<file path="config.mk">
export PLATFORM = sky130hd
export DESIGN_NAME = ec_word_serializer
export DESIGN_NICKNAME = d
export VERILOG_FILES = /design/src/rtl/ec_word_serializer.sv
export SDC_FILE = /design/constraint.sdc
export NUM_CORES = 1
export LEC_CHECK = 0
export ABC_AREA = 0
export BUFFER_PORTS_ARGS = -buffer_cell sky130_fd_sc_hd__buf_2
export CORE_MARGIN = 3
export CORE_UTILIZATION = 55
export CTS_CLUSTER_SIZE = 16
export DETAILED_ROUTE_END_ITERATION = 10
export GPL_TIMING_DRIVEN = 0
export PLACE_DENSITY = 0.76
export SLEW_MARGIN = 30
export SYNTH_ARGS = -nofsm -noshare
export SYNTH_HDL_FRONTEND = slang
export SYNTH_SLANG_ARGS = --single-unit
</file>
<file path="constraint.sdc">
create_clock -name clk -period 2.57 [get_ports clk]
set_input_delay 0.514 -clock clk [delete_from_list [all_inputs] [get_ports clk]]
set_output_delay 0.514 -clock clk [all_outputs]
set_load 0.1 [all_outputs]
</file>
<file path="src/rtl/ec_word_serializer.sv">
module ec_word_serializer #(
  parameter int W           = 10,
  parameter int SYNC_MIN    = 1024,
  parameter int INIT_FRAMES = 1024
) (
  input  logic         clk,
  input  logic         rst_n,
  input  logic [W-1:0] data_in,
  input  logic         sync_a,
  input  logic         sync_b,
  output logic         data_ready,
  output logic         ser_out
);
  localparam int FL   = W + 2;
  localparam int CW   = $clog2(FL);
  localparam int LMAX = (SYNC_MIN > INIT_FRAMES) ? SYNC_MIN : INIT_FRAMES;
  localparam int SCW  = $clog2(LMAX + 1);
  localparam logic [FL-1:0] SYNC_WORD = {{(FL/2){1'b0}}, {(FL-FL/2){1'b1}}};

  logic [CW-1:0]  bit_cnt;
  logic [FL-1:0]  shreg;
  logic [SCW-1:0] sync_left;
  logic           req_seen;

  wire last      = (bit_cnt == CW'(FL-1));
  wire req_now   = req_seen | sync_a | sync_b;
  wire send_sync = req_now | (sync_left != '0);

  assign data_ready = last & ~send_sync;
  assign ser_out    = shreg[0];

  always_ff @(posedge clk or negedge rst_n) begin
    if (!rst_n) begin
      bit_cnt   <= CW'(FL-1);
      shreg     <= '0;
      sync_left <= SCW'(INIT_FRAMES);
      req_seen  <= 1'b0;
    end else if (last) begin
      bit_cnt  <= '0;
      req_seen <= 1'b0;
      if (send_sync) begin
        shreg     <= SYNC_WORD;
        sync_left <= req_now ? SCW'(SYNC_MIN-1) : sync_left - 1'b1;
      end else begin
        shreg <= {1'b0, data_in, 1'b1};
      end
    end else begin
      bit_cnt  <= bit_cnt + 1'b1;
      shreg    <= shreg >> 1;
      req_seen <= req_now;
    end
  end
endmodule


</file>
==> impl_metrics.json, run 1 <==
{
  "status": "complete, no violations",
  "via_per_inst": 6.09,
  "async_flop_share_pct": 100,
  "wl_per_cell_um": 16.5,
  "cp-end-kind": "primary output",
  "max-cap-violations": 0,
  "grt_pass1_wl_um": 4670,
  "slew_headroom_pct": 51.0,
  "antenna_found_initial": 0,
  "yosysUniqueCellTypes": 33,
  "max_clock_freq_ghz": 0.398,
  "dpl.hpwl_um": 1830,
  "pwr_density_cell_mw_per_mm2": 436,
  "hold_viol_final": 0,
  "grt_max_degree": 28,
  "clk_latency_ns": 0.33,
  "hold_buffers": 0,
  "criticalPathCategory": "reg2out",
  "syn_nets": 132,
  "num-nets-final": 157,
  "min_period_ns": 2.51,
  "post-route-period-util_pct": 97.7,
  "overflow": 0,
  "wirelength_um": 2740,
  "cts_max_level": 1,
  "drc": 0,
  "dr.pass1.iters": 4,
  "synth_edf_count": 0,
  "cts_tree": "built",
  "clk_pin_slew_ns": 0.15,
  "cp_data_arrival_time_ns": 2.00,
  "leakage_nw": 0.588,
  "crit_start": "sync_left[6]$_DFFE_PN0P_",
  "ys_warn_count": 0,
  "p_total_mw": 0.634,
  "postSynthCellCount": 115,
  "reg2reg_to": "sync_left[10]$_DFFE_PN1P_",
  "postRouteAntennaNets": 0,
  "cp-endpoint": "data_ready",
  "synth-seq-cells": 27,
  "cts_max_path_buffers": 2,
  "synthToLayoutAreaGrowth_pct": 17.4,
  "synth_flop_cell": "dfrtp_1",
  "syn_avg_cell_area_um2": 10.8,
  "yosysSeqAreaShare_pct": 54.9,
  "track_usage_pct": 23.1,
  "cp_max_fo": 6,
  "drv_slew": 0,
  "port_buffers": 15,
  "cts.root.buffer_cell": "clkbuf_4",
  "dr_total_vias": 1011,
  "pin_count": 16,
  "globalplace.congestion": 0.853,
  "grt_pass1_vias": 1051,
  "diodes": 0,
  "r2r_start": "bit_cnt[0]$_DFF_PN1_",
  "start_kind": "flop",
  "setup_violations": 0,
  "cts_buffers": 3,
  "start_util_pct": 60.7,
  "tightest_slew_ns": 0.729,
  "core_area_mm2": 0.00204,
  "worstHoldPathType": "in2async",
  "crit_required_ns": 2.06,
  "rows": 16,
  "die_area_mm2": 0.00286,
  "irDropWorstVdd_mv": 0.375,
  "clock-sinks": 27,
  "dr.first_iter.drc_count": 31,
  "drive_gt1_share_pct": 29.5,
  "die_h_um": 53.5,
  "fin_skew_ns": 0.0102,
  "r2r_slack_ns": 0.35,
  "fp.dieW_um": 53.5,
  "fin_tns_setup_ns": 0,
  "syn_area_mm2": 0.00124,
  "r2r_cells": 5,
  "fillers": 156
}
per-stage QoR:
step / area (um2) / hold slack [ns] / util (%) / std cells / setup slack (ns)
after global placement: 1350 / 0.419 / 66.1 / 157 / -0.388
final: 1460 / 0.169 / 71.3 / 166 / 0.0588
after CTS: 1430 / 0.184 / 69.9 / 163 / 0.0409
after global routing: 1460 / 0.186 / 71.3 / 166 / -0.00413
after detailed placement: 1350 / 0.446 / 66.1 / 157 / -0.433
after floorplan: 1240 / 0.218 / - / 115 / 0.0949
state kept, by name (all words and copies together), names as in the netlist:
signal     cells
shreg         11
sync_left     11
bit_cnt        4
req_seen       1
what timing repair did:
action,in CTS,in global routing
gates resized for setup,10,1
setup endpoints to repair,1,1
buffers inserted,2,3
pin swaps,1,3
logic make-up (layout without fill, tap and decap cells):
logic type / after synthesis / after routing / share of synthesized area (%)
and+or+nand+nor: 43 / 43 / 20.2
AOI/OAI and AO/OA: 32 / 32 / 17.9
DFF: 27 / 27 / 54.9
buffers and inverters: 8 / 32 / 2.42
adders and majority gates: 3 / 3 / 3.03
xor gates and xnor gates: 1 / 1 / 0.706
muxes: 1 / 1 / 0.908
per-layer routing:
metal	global-route usage [%]	up-vias	share of wire (%)
li1	-	479	-
met1	29.1	499	44
met2	39.2	29	51
met3	3.10	4	3.9
met4	10.2	0	1.1
met5	0	-	0
Yosys cell counts (2+ instances only):
master | count | area share (%)
and3_1 | 2 | 1.0
clkbuf_1 | 3 | 0.91
or4_4 | 3 | 2.7
nand2_1 | 4 | 1.2
nand2b_1 | 2 | 1.0
o31ai_1 | 2 | 1.2
nand3_1 | 2 | 0.81
nor2_1 | 13 | 3.9
o21ai_0 | 8 | 3.2
o22a_1 | 5 | 3.5
a22o_1 | 4 | 2.8
or3_1 | 4 | 2.0
a21oi_1 | 6 | 2.4
dfrtp_1 | 23 | 46
or2_2 | 2 | 1.0
inv_1 | 4 | 1.2
nor4_1 | 2 | 1.0
ha_1 | 3 | 3.0
a31oi_1 | 4 | 2.0
nor3_1 | 3 | 1.2
dfstp_2 | 4 | 8.5
final cells by class:
type | count | area, um2 | area share (%)
buffer | 3 | 11.3 | 0.774
inverter | 5 | 21.3 | 1.46
multi-input combinational | 80 | 553 | 38.0
clock inverter | 1 | 5.00 | 0.344
clock buffer | 3 | 22.5 | 1.55
timing repair buffer | 20 | 128 | 8.77
tap | 27 | 33.8 | 2.32
sequential | 27 | 681 | 46.8
placed cells by master (no fill, tap or decap), types with 2 or more instances in the layout:
master and n:
clkbuf_4 3, nor4_1 2, or2_2 2, nor3_1 2, o31ai_1 2, or3_1 4, inv_1 4, nand2b_1 2
dfrtp_1 23, a22o_1 4, nand2_1 3, a31oi_1 4, and3_1 2, nor2_1 12, a21oi_1 6, clkbuf_1 3
buf_2 14, o21ai_0 8, ha_1 3, nand3_1 2, dfstp_2 4, or4_4 3, buf_4 5, o22a_1 5
worst max-delay path, cell delays in order, from the launching register on:
cell and delay [ns]:
dfrtp_1 0.45, or4_4 0.61, nor3_4 0.24, nand2_2 0.11
inv_4 0.10, buf_12 0.17
worst min path at each step:
stage / start / end / slack (ns) / cells past startpoint
6_report: rst_n / shreg[0]$_DFF_PN0_ / 0.17 / 1
4_1_cts: rst_n / bit_cnt[2]$_DFF_PN0_ / 0.18 / 1
5_1_grt: rst_n / bit_cnt[2]$_DFF_PN0_ / 0.19 / 1
2_1_floorplan: rst_n / bit_cnt[2]$_DFF_PN0_ / 0.22 / 0
3_3_place_gp: shreg[1]$_DFF_PN0_ / shreg[0]$_DFF_PN0_ / 0.42 / 1
3_5_place_dp: shreg[1]$_DFF_PN0_ / shreg[0]$_DFF_PN0_ / 0.45 / 1
where the power goes:
part | internal (mW) | switching (mW) | leakage (nW) | total [mW]
sequential | 0.426 | 0.000447 | 0.282 | 0.427
combinational | 0.00809 | 0.0135 | 0.288 | 0.0216
clock | 0.0583 | 0.128 | 0.0177 | 0.186
Note: power is estimated with default switching activity, not from simulation.
==> run 2, diff against run 1 <==
--- a/config.mk
+++ b/config.mk
@@ -13,7 +13,7 @@
 export DETAILED_ROUTE_END_ITERATION = 10
 export GPL_TIMING_DRIVEN = 0
 export PLACE_DENSITY = 0.76
-export SLEW_MARGIN = 30
+export SLEW_MARGIN = 5
 export SYNTH_ARGS = -nofsm -noshare
 export SYNTH_HDL_FRONTEND = slang
 export SYNTH_SLANG_ARGS = --single-unit
==> constraint.sdc (replaced) <==
create_clock -name clk -period 2.57 [get_ports clk]
set_input_delay 0.1285 -clock clk [delete_from_list [all_inputs] [get_ports clk]]
set_output_delay 0.1285 -clock clk [all_outputs]
set_load 0.1 [all_outputs]
==> impl_metrics.json, run 2 (same netlist as run 1, synthesis figures left out) <==
{
  "crit_start": "sync_left[0]$_DFFE_PN0P_",
  "rows": 16,
  "worstHoldPathType": "in2reg",
  "final_common_cell": "dfrtp_1",
  "dpl.hpwl_um": 1830,
  "reg2reg_to": "sync_left[10]$_DFFE_PN1P_",
  "hold-worst-slack_ns": 0.0245,
  "r2r_start": "bit_cnt[0]$_DFF_PN1_",
  "grt_pass1_vias": 1049,
  "final_cell_mix": "dfrtp_1 (23), buf_2 (14), nor2_1 (12)",
  "r2r_cells": 5,
  "fin_tns_setup_ns": 0,
  "start_util_pct": 60.7,
  "dp_slack_ns": 0.0611,
  "fp.dieW_um": 53.5,
  "fin_skew_ns": 0.0120,
  "drive_gt1_share_pct": 25.5,
  "clock-sinks": 27,
  "via_per_inst": 5.92,
  "postRouteAntennaNets": 0,
  "cts_max_level": 1,
  "placedCellCount": 157,
  "crit_required_ns": 2.44,
  "cp-end-kind": "primary output",
  "fin_util_pct": 71.9,
  "cp-endpoint": "data_ready",
  "p_sw_mw": 0.140,
  "start_kind": "flop",
  "drc": 0,
  "slew_headroom_pct": 52.5,
  "status": "complete, no violations",
  "rsz0062_at_grt": "no",
  "clk_pin_slew_ns": 0.15,
  "p_sw_share_pct": 21.8,
  "pin_count": 16,
  "clkPwrFrac_pct": 28.6,
  "postCtsSetupRepairBufs": 0,
  "drv_slew": 0,
  "setup_violations": 0,
  "antenna_found_initial": 0,
  "core_area_mm2": 0.00204,
  "tightest_slew_ns": 0.708,
  "combPwrFrac_pct": 4.6,
  "max_clock_freq_ghz": 0.418,
  "irDropWorstVdd_mv": 0.375,
  "cts_buffers": 3,
  "grt_pass1_wl_um": 4650,
  "min_period_ns": 2.39,
  "dr.pass1.iters": 4,
  "dr_total_vias": 995,
  "cp_data_arrival_time_ns": 2.26,
  "wl_per_cell_um": 15.8,
  "port_buffers": 15,
  "overflow": 0,
  "criticalPathCategory": "reg2out",
  "r2r_slack_ns": 0.38,
  "final_cells": 168,
  "pwr_density_cell_mw_per_mm2": 435,
  "post-route-period-util_pct": 93.0,
  "final.setup.worst_slack_ns": 0.180,
  "wirelength_um": 2650,
  "track_usage_pct": 22.7,
  "top_regs": "shreg: 11 flops, sync_left: 11 flops, bit_cnt: 4 flops",
  "p_seq_share_pct": 66.8,
  "die_h_um": 53.5,
  "cts.root.buffer_cell": "clkbuf_4",
  "dr.first_iter.drc_count": 41,
  "diodes": 0,
  "num-nets-final": 159,
  "hold_viol_final": 0,
  "cts_tree": "built",
  "leakage_nw": 0.588,
  "max-cap-violations": 0,
  "clk_latency_ns": 0.32,
  "cts_max_path_buffers": 2,
  "die_area_mm2": 0.00286,
  "p_int_mw": 0.499,
  "synthToLayoutAreaGrowth_pct": 18.5,
  "cp_max_fo": 6,
  "fillers": 154,
  "grt_max_degree": 28,
  "globalplace.congestion": 0.853
}
-- run 2: cell count changes in the layout (fill, tap and decap cells not counted) --
| cell | change |
|---|---|
| or3b_4 | -1 |
| or3b_2 | +1 |
| nor2_2 | +1 |
| inv_4 | -1 |
| buf_12 | -1 |
| nor2_4 | -1 |
| inv_2 | +1 |
| dlygate4sd3_1 | +7 |
| buf_4 | -5 |
| buf_6 | +1 |
-- run 2: area by class of cell --
cell class / count / area (um2) / area share [%]
Buffer: 3 / 11.3 / 0.767
Sequential cell: 27 / 681 / 46.3
Multi-Input combinational cell: 80 / 546 / 37.1
Clock inverter: 1 / 5.00 / 0.341
Clock buffer: 3 / 22.5 / 1.53
Inverter: 5 / 18.8 / 1.28
Tap cell: 27 / 33.8 / 2.30
Timing Repair Buffer: 22 / 151 / 10.3
-- run 2: how the worst min path moves through the flow --
| stage | from | endpoint | depth (start not counted) |
|---|---|---|---|
| final | data_in[5] | shreg[6]$_DFF_PN0_ | 2 |
| after global routing | data_in[5] | shreg[6]$_DFF_PN0_ | 2 |
| after CTS | data_in[3] | shreg[4]$_DFF_PN0_ | 2 |
| after detailed placement | rst_n | req_seen$_DFF_PN0_ | 1 |
| after global placement | rst_n | bit_cnt[2]$_DFF_PN0_ | 1 |
| after floorplan | rst_n | bit_cnt[2]$_DFF_PN0_ | 0 |
-- run 2: per-layer routing --
metal,vias to the layer above,track usage [%],part of all wire (%)
met1,481,28.8,43
met3,4,3.66,4.9
li1,480,-,-
met5,-,0,0
met4,0,8.94,0.98
met2,30,38.2,51
-- run 2: repair_timing --
| item | in CTS | in global routing |
|---|---|---|
| endpoints found under the hold margin | 27 | 2 |
| resized for setup | 3 | 3 |
| gates cloned | 0 | 0 |
| setup endpoints to repair | 1 | 1 |
| hold buffers | 5 | 2 |
-- run 2: worst max-delay path, cell delays in order (launching register included) --
cell     delay (ns)
dfrtp_1        0.42
inv_1          0.11
ha_1           0.15
or3b_2         0.51
nor3_4         0.23
nand2_2        0.16
inv_2          0.13
buf_6          0.23
-- run 2: metrics by stage --
step | instance area [um2] | power [mW]
after floorplan | 1240 | 0.437
after global routing | 1470 | 0.664
after global placement | 1350 | 0.454
after detailed placement | 1350 | 0.456
final | 1470 | 0.639
after CTS | 1440 | 0.644
-- run 2: power groups by stage --
stage / Sequential, mW / Combinational, mW / Clock [mW]
2_1_floorplan: 0.434 / 0.00267 / 0
3_3_place_gp: 0.434 / 0.0203 / 0
3_5_place_dp: 0.434 / 0.0216 / 0
4_1_cts: 0.427 / 0.0276 / 0.189
5_1_grt: 0.427 / 0.0326 / 0.205
6_report: 0.427 / 0.0296 / 0.183
